<file path="config.mk">
export PLATFORM = sky130hd
export DESIGN_NAME = uart_cfg_bank
export DESIGN_NICKNAME = d
export VERILOG_FILES = /design/src/rtl/uart_cfg_pkg.sv /design/src/rtl/uart_cfg_decode.sv /design/src/rtl/uart_cfg_store.sv /design/src/rtl/uart_cfg_bank.sv
export SDC_FILE = /design/constraint.sdc
export NUM_CORES = 1
export LEC_CHECK = 0
export ABC_AREA = 1
export BUFFER_PORTS_ARGS = -buffer_cell sky130_fd_sc_hd__buf_2
export CORE_ASPECT_RATIO = 0.9
export CORE_MARGIN = 2
export CORE_UTILIZATION = 58
export DETAILED_ROUTE_END_ITERATION = 10
export GPL_TIMING_DRIVEN = 0
export PLACE_DENSITY = 0.86
export SLEW_MARGIN = 20
export SYNTH_ARGS = -nofsm -noshare
export SYNTH_HDL_FRONTEND = slang
export SYNTH_HIERARCHICAL = 1
export SYNTH_SLANG_ARGS = --single-unit
</file>
<file path="constraint.sdc">
create_clock -name clk -period 5.95 [get_ports clk]
set_input_delay 0.595 -clock clk [delete_from_list [all_inputs] [get_ports clk]]
set_output_delay 0.595 -clock clk [all_outputs]
set_load 0.05 [all_outputs]
</file>
<file path="src/rtl/uart_cfg_pkg.sv">
package uart_cfg_pkg;
  localparam int DATA_W = 8;
  localparam int ADDR_W = 3;

  localparam logic [ADDR_W-1:0] ADR_LO    = 3'd0;
  localparam logic [ADDR_W-1:0] ADR_HI    = 3'd1;
  localparam logic [ADDR_W-1:0] ADR_FIFO  = 3'd2;
  localparam logic [ADDR_W-1:0] ADR_LINE  = 3'd3;
  localparam logic [ADDR_W-1:0] ADR_MODEM = 3'd4;
  localparam logic [ADDR_W-1:0] ADR_FLOW  = 3'd6;
  localparam logic [ADDR_W-1:0] ADR_TRIG  = 3'd7;

  localparam int ENH_BIT     = 4;
  localparam int TUNE_BIT    = 2;
  localparam int PRESC_BIT   = 7;
  localparam int DLAB_BIT    = 7;
  localparam int RXFLUSH_BIT = 1;
  localparam int TXFLUSH_BIT = 2;

  // modem-control bits writable without the enhanced enable
  localparam logic [DATA_W-1:0] MODEM_FREE = 8'h0B;

  typedef struct packed {
    logic divLo;
    logic divHi;
    logic irq;
    logic fifo;
    logic line;
    logic modem;
    logic feat;
    logic flow;
    logic trig;
    logic scratch;
  } wrStrobe_t;

  typedef enum logic [3:0] {
    SEL_NONE, SEL_DIVLO, SEL_DIVHI, SEL_IRQ, SEL_LINE,
    SEL_MODEM, SEL_FEAT, SEL_FLOW, SEL_TRIG, SEL_SCRATCH
  } rdSel_t;
endpackage

</file>
<file path="src/rtl/uart_cfg_decode.sv">
module uart_cfg_decode
  import uart_cfg_pkg::*;
#(
  parameter logic [DATA_W-1:0] LINE_MAGIC = 8'hBF
) (
  input  logic              clk,
  input  logic              rstN,
  input  logic              wrEn,
  input  logic              rdEn,
  input  logic [ADDR_W-1:0] addr,
  input  logic [DATA_W-1:0] lineQ,
  input  logic              enhOn,
  input  logic              tuneOn,
  output wrStrobe_t         wrS,
  output rdSel_t            rdSel
);
  logic featMode;
  logic dlab;
  logic tuneOk;

  assign featMode = (lineQ == LINE_MAGIC);
  assign dlab     = lineQ[DLAB_BIT];
  assign tuneOk   = enhOn && tuneOn;

  always_comb begin
    wrS   = '0;
    rdSel = SEL_NONE;
    unique case (addr)
      ADR_LO: begin
        wrS.divLo = wrEn && dlab;
        if (dlab) rdSel = SEL_DIVLO;
      end
      ADR_HI: begin
        wrS.divHi = wrEn && dlab;
        wrS.irq   = wrEn && !dlab;
        rdSel     = dlab ? SEL_DIVHI : SEL_IRQ;
      end
      ADR_FIFO: begin
        wrS.feat = wrEn && featMode;
        wrS.fifo = wrEn && !featMode;
        if (featMode) rdSel = SEL_FEAT;
      end
      ADR_LINE: begin
        wrS.line = wrEn;
        rdSel    = SEL_LINE;
      end
      ADR_MODEM: begin
        wrS.modem = wrEn;
        rdSel     = SEL_MODEM;
      end
      ADR_FLOW: begin
        wrS.flow = wrEn && tuneOk;
        if (tuneOk) rdSel = SEL_FLOW;
      end
      ADR_TRIG: begin
        wrS.trig    = wrEn && tuneOk;
        wrS.scratch = wrEn && !tuneOk;
        rdSel       = tuneOk ? SEL_TRIG : SEL_SCRATCH;
      end
      default: rdSel = SEL_NONE;
    endcase
    if (!rdEn) rdSel = SEL_NONE;
  end

  p_one_target_r6: assert property (@(posedge clk) disable iff (!rstN)
    $onehot0(wrS));

  p_tune_gate_r6: assert property (@(posedge clk) disable iff (!rstN)
    (wrS.flow || wrS.trig) |-> (enhOn && tuneOn));
endmodule

</file>
<file path="src/rtl/uart_cfg_store.sv">
module uart_cfg_store
  import uart_cfg_pkg::*;
#(
  parameter logic [DATA_W-1:0] LINE_MAGIC = 8'hBF,
  parameter logic [DATA_W-1:0] LINE_RESET = 8'h1D,
  parameter logic [2*DATA_W-1:0] DIV_RESET = 16'h0001
) (
  input  logic                clk,
  input  logic                rstN,
  input  logic                swReset,
  input  logic [DATA_W-1:0]   wrData,
  input  wrStrobe_t           wrS,
  input  rdSel_t              rdSel,
  output logic [DATA_W-1:0]   rdData,
  output logic [DATA_W-1:0]   lineQ,
  output logic [DATA_W-1:0]   featQ,
  output logic [DATA_W-1:0]   modemQ,
  output logic [DATA_W-1:0]   fifoQ,
  output logic [DATA_W-1:0]   irqQ,
  output logic [DATA_W-1:0]   flowQ,
  output logic [DATA_W-1:0]   trigQ,
  output logic [2*DATA_W-1:0] divQ,
  output logic                txFlushQ,
  output logic                rxFlushQ
);
  logic [DATA_W-1:0] scratchQ;
  logic [DATA_W-1:0] modemNext;
  logic [DATA_W-1:0] fifoNext;
  logic              enh;

  assign enh = featQ[ENH_BIT];

  // per-bit merge of modem-control write, gated bits held while enhanced is off
  for (genvar i = 0; i < DATA_W; i++) begin : g_modemMerge
    if (MODEM_FREE[i]) begin : g_free
      assign modemNext[i] = wrData[i];
    end else begin : g_gated
      assign modemNext[i] = enh ? wrData[i] : modemQ[i];
    end
  end

  // flush bits are not stored in the shadow
  assign fifoNext = {wrData[7:6], enh ? wrData[5:4] : fifoQ[5:4],
                     wrData[3], 2'b00, wrData[0]};

  always_ff @(posedge clk or negedge rstN) begin
    if (!rstN) begin
      lineQ    <= LINE_RESET;
      divQ     <= DIV_RESET;
      featQ    <= '0;
      modemQ   <= '0;
      fifoQ    <= '0;
      irqQ     <= '0;
      flowQ    <= '0;
      trigQ    <= '0;
      scratchQ <= '0;
      txFlushQ <= 1'b0;
      rxFlushQ <= 1'b0;
    end else if (swReset) begin
      lineQ    <= LINE_RESET;
      divQ     <= DIV_RESET;
      featQ    <= '0;
      modemQ   <= '0;
      fifoQ    <= '0;
      irqQ     <= '0;
      flowQ    <= '0;
      trigQ    <= '0;
      scratchQ <= '0;
      txFlushQ <= 1'b0;
      rxFlushQ <= 1'b0;
    end else begin
      if (wrS.divLo)   divQ[DATA_W-1:0]        <= wrData;
      if (wrS.divHi)   divQ[2*DATA_W-1:DATA_W] <= wrData;
      if (wrS.irq)     irqQ     <= wrData;
      if (wrS.line)    lineQ    <= wrData;
      if (wrS.feat)    featQ    <= wrData;
      if (wrS.modem)   modemQ   <= modemNext;
      if (wrS.fifo)    fifoQ    <= fifoNext;
      if (wrS.flow)    flowQ    <= wrData;
      if (wrS.trig)    trigQ    <= wrData;
      if (wrS.scratch) scratchQ <= wrData;
      txFlushQ <= wrS.fifo && wrData[TXFLUSH_BIT];
      rxFlushQ <= wrS.fifo && wrData[RXFLUSH_BIT];
    end
  end

  always_comb begin
    unique case (rdSel)
      SEL_DIVLO:   rdData = divQ[DATA_W-1:0];
      SEL_DIVHI:   rdData = divQ[2*DATA_W-1:DATA_W];
      SEL_IRQ:     rdData = irqQ;
      SEL_LINE:    rdData = lineQ;
      SEL_MODEM:   rdData = modemQ;
      SEL_FEAT:    rdData = featQ;
      SEL_FLOW:    rdData = flowQ;
      SEL_TRIG:    rdData = trigQ;
      SEL_SCRATCH: rdData = scratchQ;
      default:     rdData = '0;
    endcase
  end

  p_modem_hold_r4: assert property (@(posedge clk) disable iff (!rstN)
    (!$past(enh) && !$past(swReset)) |->
      (modemQ[7:4] == $past(modemQ[7:4]) && modemQ[2] == $past(modemQ[2])));

  p_fifo_hold_r5: assert property (@(posedge clk) disable iff (!rstN)
    (!$past(enh) && !$past(swReset)) |-> (fifoQ[5:4] == $past(fifoQ[5:4])));

  p_feat_magic_r3: assert property (@(posedge clk) disable iff (!rstN)
    (!$stable(featQ) && !$past(swReset)) |-> ($past(lineQ) == LINE_MAGIC));

  p_flush_src_r8: assert property (@(posedge clk) disable iff (!rstN)
    (txFlushQ || rxFlushQ) |-> $past(wrS.fifo));

  p_soft_reset_r10: assert property (@(posedge clk) disable iff (!rstN)
    $past(swReset) |-> (featQ == '0 && modemQ == '0 && lineQ == LINE_RESET
                        && !txFlushQ && !rxFlushQ));
endmodule

</file>
<file path="src/rtl/uart_cfg_bank.sv">
module uart_cfg_bank
  import uart_cfg_pkg::*;
#(
  parameter logic [DATA_W-1:0] LINE_MAGIC = 8'hBF,
  parameter logic [DATA_W-1:0] LINE_RESET = 8'h1D,
  parameter logic [2*DATA_W-1:0] DIV_RESET = 16'h0001
) (
  input  logic                clk,
  input  logic                rstN,
  input  logic                swReset,
  input  logic                wrEn,
  input  logic                rdEn,
  input  logic [ADDR_W-1:0]   addr,
  input  logic [DATA_W-1:0]   wrData,
  output logic [DATA_W-1:0]   rdData,
  output logic [2*DATA_W-1:0] divisor,
  output logic [1:0]          wordLen,
  output logic                twoStop,
  output logic                parityEn,
  output logic                parityEven,
  output logic                parityForce,
  output logic                breakOn,
  output logic [DATA_W-1:0]   irqEnable,
  output logic                fifoEnable,
  output logic                dmaMode,
  output logic [1:0]          rxTrigger,
  output logic [1:0]          txTrigger,
  output logic                txFlush,
  output logic                rxFlush,
  output logic                dtrOut,
  output logic                rtsOut,
  output logic                loopback,
  output logic                prescaleDiv4,
  output logic                enhancedOn,
  output logic                tuningOn,
  output logic                autoRts,
  output logic                autoCts,
  output logic [3:0]          haltLevel,
  output logic [3:0]          resumeLevel,
  output logic [3:0]          txTlrLevel,
  output logic [3:0]          rxTlrLevel
);
  wrStrobe_t         wrS;
  rdSel_t            rdSel;
  logic [DATA_W-1:0] lineQ, featQ, modemQ, fifoQ, flowQ, trigQ;

  uart_cfg_decode #(.LINE_MAGIC(LINE_MAGIC)) u_decode (
    .clk    (clk),
    .rstN   (rstN),
    .wrEn   (wrEn),
    .rdEn   (rdEn),
    .addr   (addr),
    .lineQ  (lineQ),
    .enhOn  (featQ[ENH_BIT]),
    .tuneOn (modemQ[TUNE_BIT]),
    .wrS    (wrS),
    .rdSel  (rdSel)
  );

  uart_cfg_store #(
    .LINE_MAGIC (LINE_MAGIC),
    .LINE_RESET (LINE_RESET),
    .DIV_RESET  (DIV_RESET)
  ) u_store (
    .clk      (clk),
    .rstN     (rstN),
    .swReset  (swReset),
    .wrData   (wrData),
    .wrS      (wrS),
    .rdSel    (rdSel),
    .rdData   (rdData),
    .lineQ    (lineQ),
    .featQ    (featQ),
    .modemQ   (modemQ),
    .fifoQ    (fifoQ),
    .irqQ     (irqEnable),
    .flowQ    (flowQ),
    .trigQ    (trigQ),
    .divQ     (divisor),
    .txFlushQ (txFlush),
    .rxFlushQ (rxFlush)
  );

  assign wordLen      = lineQ[1:0];
  assign twoStop      = lineQ[2];
  assign parityEn     = lineQ[3];
  assign parityEven   = lineQ[4];
  assign parityForce  = lineQ[5];
  assign breakOn      = lineQ[6];
  assign fifoEnable   = fifoQ[0];
  assign dmaMode      = fifoQ[3];
  assign txTrigger    = fifoQ[5:4];
  assign rxTrigger    = fifoQ[7:6];
  assign dtrOut       = modemQ[0];
  assign rtsOut       = modemQ[1];
  assign loopback     = modemQ[4];
  assign prescaleDiv4 = modemQ[PRESC_BIT];
  assign enhancedOn   = featQ[ENH_BIT];
  assign tuningOn     = modemQ[TUNE_BIT];
  assign autoRts      = featQ[6];
  assign autoCts      = featQ[7];
  assign haltLevel    = flowQ[3:0];
  assign resumeLevel  = flowQ[7:4];
  assign txTlrLevel   = trigQ[3:0];
  assign rxTlrLevel   = trigQ[7:4];

  p_idle_read_r11: assert property (@(posedge clk) disable iff (!rstN)
    !rdEn |-> (rdData == '0));
endmodule

</file>
# Word-level counts from Yosys, hierarchy flattened
# Cells that the tools add are included.
# totals
reg_bits	82
wordCells	99
# op_classes
n_eq_ne	16
muxes	43
reduce_logical	26
# op_table
operator	count
$mux 8	18
$pmux 8 s9	1
$pmux 4 s7	1
$reduce_bool 2->1	11
$eq 4x3->1 const B	4
$mux 1	16
$mux 16	1
$eq 3x3->1 const B	3
$logic_and 1x1->1	9
$eq 4x2->1 const B	2
$eq 4x4->1 const B	2
$eq 8x8->1 const B	1
$eq 3x2->1 const B	2
$mux 2	3
$mux 3	2
$eq 4x1->1 const B	1
$mux 4	1
$reduce_and 2->1	2
$eq 3x1->1 const B	1
$logic_not 1->1	3
$logic_not 3->1	1

# Depth between registers and ports, before layout
# Gate-level depths: netlist of run 1.
# depth
word_depth	6
depth_mapped	14
mapped_depth_nobuf	13

# Hierarchy
# The synthesis of run 1 kept the hierarchy.
# modules_own_cells
module	n_inst	cells_per_inst	area_per_inst_um2	seq_area_each_um2
uart_cfg_store	1	445	3624.7	2008.2
uart_cfg_decode	1	57	230.2	0.0

# Least setup slack after synthesis of run 1
# OpenSTA, ideal clock, no wires.
# synth_timing
path_kind	reg2out
startpoint	register u_store.featQ[4]
endpoint	output port rdData[6]
arrival_ns	2.379
setup_slack_ns	2.976
path_stages_with_launch	12
path_buffers	1
path_cell_list	dfrtp_1 > nand3_1 > nor2_1 > nor2_1 > a21oi_1 > inv_1 > nor2_2 > buf_4 > nand3_1 > nand2_1 > nor2_1 > nand3_1
# synth_via
elab_chain_cells	6
word_cells_on_any_way	15
# synth_lines
element	line	text
from (decl)	uart_cfg_store.sv:16	output logic [DATA_W-1:0] featQ,
from (signal assigned)	uart_cfg_store.sv:76	if (wrS.feat) featQ <= wrData;
$logic_and 1x1->1 (*)	uart_cfg_decode.sv:23	assign tuneOk = enhOn && tuneOn;
$mux 3 (*)	uart_cfg_decode.sv:53	if (tuneOk) rdSel = SEL_FLOW;
$pmux 4 s7 (*)	uart_cfg_decode.sv:28	unique case (addr)
$mux 4 (*)	uart_cfg_decode.sv:62	if (!rdEn) rdSel = SEL_NONE;
named net rdSel[1]	uart_cfg_bank.sv:44	rdSel_t rdSel;
$eq 4x4->1, or another cell as far along	uart_cfg_store.sv:88	unique case (rdSel)
$pmux 8 s9 (*)	uart_cfg_store.sv:88	
to (decl)	uart_cfg_bank.sv:15	output logic [DATA_W-1:0] rdData,
# Mark *: on every way through the listed nets, which the timed path passes. The rest lies on a longest branch.

# Final worst setup path of run 1
# layout_timing
startpoint	register u_store.featQ[4]
endpoint	output port rdData[2]
# Same word-level chain as after synthesis.

==> impl_results.md, run 1 <==
* Antenna viol nets, final at 0
* Setup TNS at 0 ns
* Hold-fix buffers at CTS at 0
* Routed len/inst at between 15 and 20 um
* Endpoints failing setup at 0
* Gr ovfl total at 0
* First-pass GRT wire length at 18710 um
* CP peak stage delay at 0.55 ns
* Crit path DAT at 2.85 ns
* RePlAce Congestion at 0.9144
* Measured slew at the worst slew-check pin at 0.5855 ns
* Area of the multi-input gates at 1600 um^2
* Critical path class: reg -> out
* I/O pins at 87
* Via count at around 4000
* Fillers at 567
* CP max FO at 10
* DR iter-0 viols at 526
* Slew Viols, Final at 0
* Critical-path top delay cell: dfrtp_1
* CP Launch Type: register
* LEAKAGE at roughly 0.0024 uW
* HP Class: in -> async
* Rows at 28
* Initial antenna violation count at 0
* Min Tclk post-route at 3.442 ns
* Final nets at 612
* CP cell instances: nand3_1 > nor2_1 > nor2_1 > a21oi_1 > inv_1 > nor2_2 > buf_4 > nand3_1 > nand2_1 > inv_1 > nand3_1 > buf_2
* CTS resizes at 0
* Synthesis Warnings at 6
* DIE WIDTH at 89.73 um
* CORE AREA at approximately 6500 um^2
* CTS root buf: clkbuf_8
* Fmax at ~290 MHz
* I/O Buffers at 85
* Sequential share of power at 53.2%
* Die H at 81.16 um
* Gr usage total at 33.80%
* Hold Violations, Final at 0
* Fin Clk Skew at 0.009840 ns
* Critical path depth in cells at 12
* Rel. slew slack at between 60 and 70%
* Clk_lat worst skew at 0.35 ns
* Combinational Power Share at 12.8%
* Die area at around 7300 um^2
* Clock Sinks at 80
* Via density at 5.786
* Sw frac at between 30% and 40%
* Worst Setup End Kind: output pin
* Critical path's top delay family: simple AND/OR/NAND/NOR gates
* P_int at between 700 and 800 uW
* Worst vdd ir at 0.2679 mV
* Area grow syn2layout at 19.31%
* Drt total wl at 12150 um
* DR pass1 iterations at 8
* Worst Reg-to-Reg Cells at 7
* Maxcap violations at 0
* Synth Cell Area at ~3800 um^2
* Clock Path Buffers at 2
* Syn avg cell area at between 7 and 8 um^2
* Syn nets at between 500 and 600
* Final design utilization at 70.62%
* PD cells at about 230 nW/um^2
* Clock-pin slew on the worst setup and hold paths at 0.09 ns
* Outcome: completed
* Htree depth at 3
* Clock power frac at between 30% and 40%
* Synth Instances at 499
* Most common cell on crit path: nand3_1
* ANT cells at 0
* TritonCTS clock tree: done
* Sequential cell area at 2008 um^2
* RSZ-0062 raised after global routing: no
* Vias in the first global route at 3592
* # DRC at 0
* DP HPWL at 8567 um
* Post-CTS Setup Inserts at 0
* Fin crit share at 57.85%
* CTS Buf Count at 9
* Share of post-route cells with drive strength above 1 at between 20% and 30%
* Switch Pwr at 327.4 uW
* Largest net degree at the start of global routing at 48
* Initial Util at 59.19%
* Buf/Inv on CP at 4
* WP data required at 5.36 ns
power by group through the flow:
stage	combinational, uW	sequential (uW)	clock [uW]
6_report	136	566	362
5_1_grt	144	567	383
4_1_cts	133	565	360
3_5_place_dp	133	576	0
3_3_place_gp	127	576	0
2_1_floorplan	52.7	603	0
layout make-up:
| cell class | count | area share (%) |
|---|---|---|
| timing repair buffer | 86 | 9.951 |
| inverter | 43 | 3.527 |
| clock inverter | 6 | 0.9841 |
| tap | 90 | 2.460 |
| multi-input combinational | 365 | 34.96 |
| sequential | 80 | 43.88 |
| clock buffer | 10 | 2.788 |
| buffer | 11 | 1.449 |
final timing paths:
kind / startpoint / slack, ns / to
max in group asynchronous: rstN / 5.13 / u_store/divQ[0]
max reg2reg: u_store/featQ[4] / 4.30 / u_store/flowQ[2]
min: rstN / 0.18 / u_store/trigQ[5]
min reg2reg: u_store/modemQ[5] / 0.50 / u_store/modemQ[5]
min in group clk: wrData[2] / 0.47 / u_store/lineQ[2]
max: u_store/featQ[4] / 2.51 / rdData[2]
registers in the layout, summed over array words and instances (netlist names):
name / count
u_store/modemQ: 8
u_store/lineQ: 8
u_store/fifoQ: 6
u_store/rxFlushQ: 1
u_store/scratchQ: 8
u_store/featQ: 8
u_store/divQ: 16
u_store/flowQ: 8
u_store/irqQ: 8
u_store/txFlushQ: 1
u_store/trigQ: 8
stage by stage:
step	hold WS, ns	cells	power, uW	area [um^2]	setup WS [ns]
after floorplan	0.2994	499	655.9	3836	2.976
after global routing	0.2127	691	1094	4577	2.321
after detailed placement	0.4733	675	708.4	4404	2.631
after global placement	0.4660	674	702.5	4374	2.722
final	0.1811	691	1064	4577	2.508
after CTS	0.1980	691	1058	4577	2.566
worst reg2reg max path: stages (launching register included):
cell     delay, ns
dfrtp_1       0.51
nand3_1       0.17
inv_1         0.05
nand2_1       0.08
nor2_1        0.08
nor2_1        0.45
nand2_1       0.11
o21ai_0       0.11
layout by cell type (no fill, tap or decap):
cell	n
o21ai_0	76
buf_2	92
nor2_4	1
inv_6	1
nor3_1	1
clkinv_4	1
clkbuf_1	1
a21oi_2	1
clkbuf_8	9
dfstp_2	5
buf_16	1
nor4_1	1
clkinvlp_4	3
a21oi_1	6
inv_1	42
inv_2	1
nor2_2	6
clkinv_2	1
buf_6	1
dfrtp_1	75
nand3_1	77
buf_4	3
nand2_1	141
nor2_1	55
per-layer routing:
layer	share of wire, %	track usage [%]
met5	0	0
met4	3.5	13.23
met3	11	7.607
met2	46	54.92
met1	40	45.24
Power figures use the tool's default switching activity.
==> run 2: changes to the inputs <==
CORE_UTILIZATION = 49   (was 58)
PLACE_DENSITY = 0.77   (was 0.86)
clock period = 3 ns   (was 5.95 ns; I/O delays follow)
==> impl_results.md, run 2 (synthesized netlist as in run 1, its figures left out) <==
* Outcome: completed
* CTS Buf Count at 9 (unchanged)
* CP peak stage delay at 0.59 ns (+0.04 ns)
* Htree depth at 3 (unchanged)
* Drt total wl at 12030 um (-1.0%)
* Via count at 3985 (-0.33%)
* Buf/Inv on CP at 3 (-1)
* Fillers at 698 (+23%)
* I/O pins at 87 (unchanged)
* Gr usage total at 28.62% (-5.2 points)
* Gr ovfl total at 0 (unchanged)
* Min Hold Slack at 0.1585 ns (-0.02254 ns)
* Rows at 30 (+7.1%)
* Final instance area at 4773 um^2 (+4.3%)
* Die H at 87.94 um (+8.4%)
* Most common cell after layout, fill and taps aside: nand2_1
* DP HPWL at 8516 um (-0.60%)
* Area grow syn2layout at 24.43%
* Routed length on met2 at 5519 um (-0.93%)
* # DRC at 0 (unchanged)
* DIE WIDTH at 97.27 um (+8.4%)
* CTS root buf: clkbuf_8
* First-pass GRT wire length at 18730 um (about the same)
* Endpoints failing setup at 0 (unchanged)
* Critical path class: reg -> out
* LEAKAGE at 0.002485 uW (+3.2%)
* M1 wire length at 5063 um (+4.1%)
* Maxcap violations at 0 (unchanged)
* Worst vdd ir at 0.2796 mV (+4.4%)
* Max FFs per register at 16 (unchanged)
* Initial Util at 50.59% (-8.6 points)
* Highest-count cells in the layout ignoring fill and taps: nand2_1 (140), buf_2 (82), nand3_1 (76), o21ai_0 (76), dfrtp_1 (74)
* I/O Buffers at 85 (unchanged)
* Top reg by flops: u_store/divQ
* RePlAce Congestion at 0.9036 (-1.2%)
* Slew Viols, Final at 0 (unchanged)
* DR iter-0 viols at 369 (-30%)
* Clock-pin slew on the worst setup and hold paths at 0.09 ns (about the same)
* Fin Clk Skew at 0.01187 ns (+0.002029 ns)
* WP data required at 2.70 ns (-2.66 ns)
* CORE AREA at 7582 um^2 (+17%)
* Via density at 5.652 (-2.3%)
* Share of post-route cells with drive strength above 1 at 23.15% (+2.2 points)
* DR pass1 iterations at 5 (-3)
* HP Class: in -> reg
* Top Metal Used: met4
* Clk_lat worst skew at 0.37 ns (+0.02 ns)
* ANT cells at 0 (unchanged)
* Hold Violations, Final at 0 (unchanged)
* TritonCTS clock tree: done
* Crit path DAT at 2.63 ns (-0.22 ns)
* Antenna viol nets, final at 0 (unchanged)
* CP cell instances: nand2_1 > nor2_1 > nand3_2 > a21oi_2 > buf_4 > nor2_2 > buf_2 > nand3_1 > nand2_1 > nor2_1 > nand3_1 > buf_4
* Die area at 8553 um^2 (+17%)
* Min Tclk post-route at 2.927 ns
* CP Launch Type: register
* Clock Path Buffers at 2 (unchanged)
* Vias in the first global route at 3529 (-1.8%)
* Largest net degree at the start of global routing at 47 (-2.1%)
* Initial antenna violation count at 0 (unchanged)
* Measured slew at the worst slew-check pin at 0.5668 ns (-0.01870 ns)
* Fin crit share at between 90% and 100%
* Met3 WL at 1209 um (-6.1%)
* PD cells at 486.3 nW/um^2 (+110%)
* Cell total after placement at 681 (+0.89%)
* Rel. slew slack at 62.12% (+1.2 points)
* Fmax at 341.6 MHz
* Final nets at 620 (+1.3%)
* Final Non-Filler Cells at 705 (+2.0%)
* DP Area at 4412 um^2 (+0.17%)
* CP max FO at 10 (unchanged)
* Worst Setup End Kind: output pin
* Clock Sinks at 80 (unchanged)
* Critical-path top delay cell: dfstp_2
* Routed len/inst at 17.06 um (-3.0%)
* Critical path's top delay family: simple AND/OR/NAND/NOR gates
[run 2: final timing paths]
path                       cells after the start  slack [ns]          endpoint             start
max                                           12        0.07         rdData[7]  u_store/lineQ[4]
min                                            3        0.16  u_store/lineQ[3]         wrData[3]
max reg2reg                                    7        1.31  u_store/fifoQ[4]  u_store/lineQ[4]
min reg2reg                                    2        0.49  u_store/fifoQ[5]  u_store/fifoQ[5]
max in group asynchronous                      3        1.99  u_store/featQ[4]              rstN
min in group asynchronous                      2        0.43  u_store/trigQ[7]              rstN
[run 2: metrics by stage]
stage	utilization [%]	power (uW)	setup TNS, ns	setup slack [ns]
after global placement	57.79	1396	0	0.3059
after detailed placement	58.18	1406	0	0.3037
after floorplan	-	1301	0	0.3213
after global routing	62.95	2401	-0.01977	-0.01647
after CTS	61.49	2323	0	0.009704
final	62.95	2321	0	0.07280
[run 2: tightest hold or removal path: cells and delay by family]
kind	cells	cell delay, ns
AND/OR/NAND/NOR	1	0.05
AO/OA/AOI/OAI	1	0.05
buffers and inverters	1	0.09
[run 2: layout make-up]
type | instances | area (um^2) | share of cell area [%]
Buffer | 11 | 76.32 | 1.599
Clock inverter | 7 | 106.4 | 2.228
Inverter | 43 | 161.4 | 3.381
Sequential cell | 80 | 2009 | 42.10
Tap cell | 96 | 120.1 | 2.516
Timing Repair Buffer | 94 | 540.5 | 11.32
Multi-Input combinational cell | 365 | 1635 | 34.26
Clock buffer | 9 | 123.9 | 2.595
[run 2: metal layers]
metal	vias up	global-route usage [%]
met2	248	43.56
met5	-	0
met1	1872	41.40
li1	1839	-
met4	0	11.24
met3	26	5.188
[run 2: where the power goes]
group          leakage, uW  internal, uW  total [uW]  switching [uW]
clock network     0.000117           486         921             435
logic              0.00128          61.3         277             216
registers          0.00109          1100        1120            20.8
total              0.00249          1650        2320             671
[run 2: timing repair]
item                       CTS  global route
resized for setup            3            23
buffers inserted             0             7
hold endpoints to repair    29             0
pin swaps                    0             4
setup endpoints to repair    8             8
hold buffers                 1             0
==> run 3: changes to the inputs <==
--- a/constraint.sdc
+++ b/constraint.sdc
@@ -3,2 +3,2 @@
 set_output_delay 0.3 -clock clk [all_outputs]
-set_load 0.05 [all_outputs]
+set_load 0.1 [all_outputs]
==> impl_results.md, run 3 (synthesized netlist as in run 1, its figures left out) <==
* Outcome: completed
* Rel. slew slack at 57.71% (-4.4 points)
* Endpoints failing setup at 0 (unchanged)
* CTS Buf Count at 9 (unchanged)
* Share of post-route cells with drive strength above 1 at 24.59% (+1.4 points)
* Measured slew at the worst slew-check pin at 0.6320 ns (+0.06519 ns)
* Area grow syn2layout at 26.35%
* HP Class: in -> reg
* Via count at 3954 (-0.78%)
* Worst vdd ir at 0.3668 mV (+31%)
* DP HPWL at 8528 um (+0.14%)
* DP Area at 4457 um^2 (+1.0%)
* Final nets at 618 (-0.32%)
* DIE WIDTH at 97.27 um (unchanged)
* DR pass1 iterations at 5 (unchanged)
* Most common cell after layout, fill and taps aside: nand2_1
* Gr ovfl total at 0 (unchanged)
* Gr usage total at 29.34% (+0.72 points)
* I/O Buffers at 85 (unchanged)
* CP max FO at 10 (unchanged)
* Antenna viol nets, final at 0 (unchanged)
* Slew Viols, Final at 0 (unchanged)
* Worst Setup End Kind: output pin
* Vias in the first global route at 3676 (+4.2%)
* Top reg by flops: u_store/divQ
* Initial Util at 50.59% (unchanged)
* Fmax at 351.9 MHz (+3.0%)
* Htree depth at 3 (unchanged)
* Hold Violations, Final at 0 (unchanged)
* Max FFs per register at 16 (unchanged)
* Top Metal Used: met4
* Clock Path Buffers at 2 (unchanged)
* Routed length on met2 at 5532 um (+0.24%)
* Area of the multi-input gates at 1688 um^2 (+3.2%)
* TritonCTS clock tree: done
* CTS root buf: clkbuf_8
* CP peak stage delay at 0.56 ns (-0.03 ns)
* ANT cells at 0 (unchanged)
* Fin Clk Skew at 0.007687 ns (-0.004183 ns)
* Die area at 8553 um^2 (unchanged)
* # DRC at 0 (unchanged)
* CP cell instances: nand2_1 > nor2_1 > nand3_2 > a21oi_4 > nand2_1 > inv_2 > clkbuf_4 > nand3_1 > nand2_1 > nor2_1 > nand3_2 > buf_8
* Fillers at 713 (+2.1%)
* Critical path class: reg -> out
* RePlAce Congestion at 0.9888 (+9.4%)
* Most common cell on crit path: nand2_1
* M1 wire length at 4960 um (-2.0%)
* Min Hold Slack at 0.1809 ns (+0.02233 ns)
* I/O pins at 87 (unchanged)
* Maxcap violations at 0 (unchanged)
* Initial antenna violation count at 0 (unchanged)
* CORE AREA at 7582 um^2 (unchanged)
* PD cells at 497.0 nW/um^2 (+2.2%)
* Rows at 30 (unchanged)
* Drt total wl at 12010 um (-0.13%)
* Largest net degree at the start of global routing at 47 (unchanged)
* Clk_lat worst skew at 0.36 ns (about the same)
* Critical-path top delay cell: dfstp_2
* CP Launch Type: register
* Fin crit share at 94.73% (-2.8 points)
* Clock-pin slew on the worst setup and hold paths at 0.07 ns (-0.02 ns)
* Min Tclk post-route at 2.842 ns (-0.08532 ns)
* Final design utilization at 63.93% (+0.97 points)
* Clock Sinks at 80 (unchanged)
* Crit path DAT at 2.54 ns (-0.09 ns)
* First-pass GRT wire length at 19060 um (+1.8%)
* DR iter-0 viols at 381 (+3.3%)
* Highest-count cells in the layout ignoring fill and taps: nand2_1 (141), buf_2 (81), o21ai_0 (76)
* Met3 WL at 1194 um (-1.2%)
* Sequential cell area at 2013 um^2 (+0.19%)
* Final instance area at 4847 um^2 (+1.5%)
* Routed len/inst at 17.11 um (+0.29%)
* Via density at 5.632 (-0.35%)
* Die H at 87.94 um (unchanged)
* WP data required at 2.70 ns (about the same)
* LEAKAGE at 0.002529 uW (+1.8%)
-- run 3: changes by cell type in the layout (fill, tap and decap cells not counted), sizes merged --
cell,delta
inv,-5
buf,+1
bufinv,+1
clkbuf,-1
clkinv,+1
-- run 3: metrics by stage --
stage	worst slack, ns	power (uW)	setup TNS, ns	cells
4_1_cts	0.007977	2406	0	697
2_1_floorplan	0.1384	1377	0	499
3_5_place_dp	0.1141	1482	0	681
5_1_grt	-0.003000	2491	-0.003000	702
6_report	0.1581	2409	0	702
3_3_place_gp	0.1314	1473	0	680
-- run 3: area by class of cell --
| cell class | count | share of cell area [%] |
|---|---|---|
| clock inverter | 4 | 1.962 |
| buffer | 11 | 1.523 |
| sequential | 80 | 41.53 |
| multi-input combinational | 365 | 34.82 |
| tap | 96 | 2.478 |
| timing repair buffer | 92 | 11.64 |
| clock buffer | 11 | 2.710 |
| inverter | 43 | 3.330 |
-- run 3: timing repair --
item,in CTS,in global routing
buffers inserted,0,5
hold buffers,1,0
gates resized for setup,11,23
endpoints found under the setup margin,8,8
hold endpoints to repair,29,0
pin swaps,0,4
-- run 3: critical path: cells and delay by family (launching register included) --
family	cells	cell delay (ns)
compound gates	1	0.21
flops	1	0.56
simple gates	8	0.86
buf+inv	3	0.55
-- run 3: metal layers --
metal,vias to the layer above,global-route usage (%)
li1,1828,-
met3,33,5.666
met4,0,11.99
met5,-,0
met2,225,47.41
met1,1868,39.75
-- run 3: final timing paths --
kind / cells after the start / slack (ns) / to / startpoint
setup / recovery: 12 / 0.16 / rdData[4] / u_store/lineQ[0]
hold / removal: 3 / 0.18 / u_store/lineQ[3] / wrData[3]
setup reg to reg: 7 / 1.39 / u_store/flowQ[5] / u_store/featQ[4]
hold reg to reg: 2 / 0.49 / u_store/lineQ[3] / u_store/lineQ[3]
max in group asynchronous: 3 / 1.97 / u_store/featQ[4] / rstN
min in group asynchronous: 2 / 0.44 / u_store/lineQ[6] / rstN
-- run 3: power by group --
part	switching (uW)	total (uW)	internal [uW]
registers	18.3	1120	1100
logic	292	357	65.1
clock network	382	930	548
total	693	2410	1720
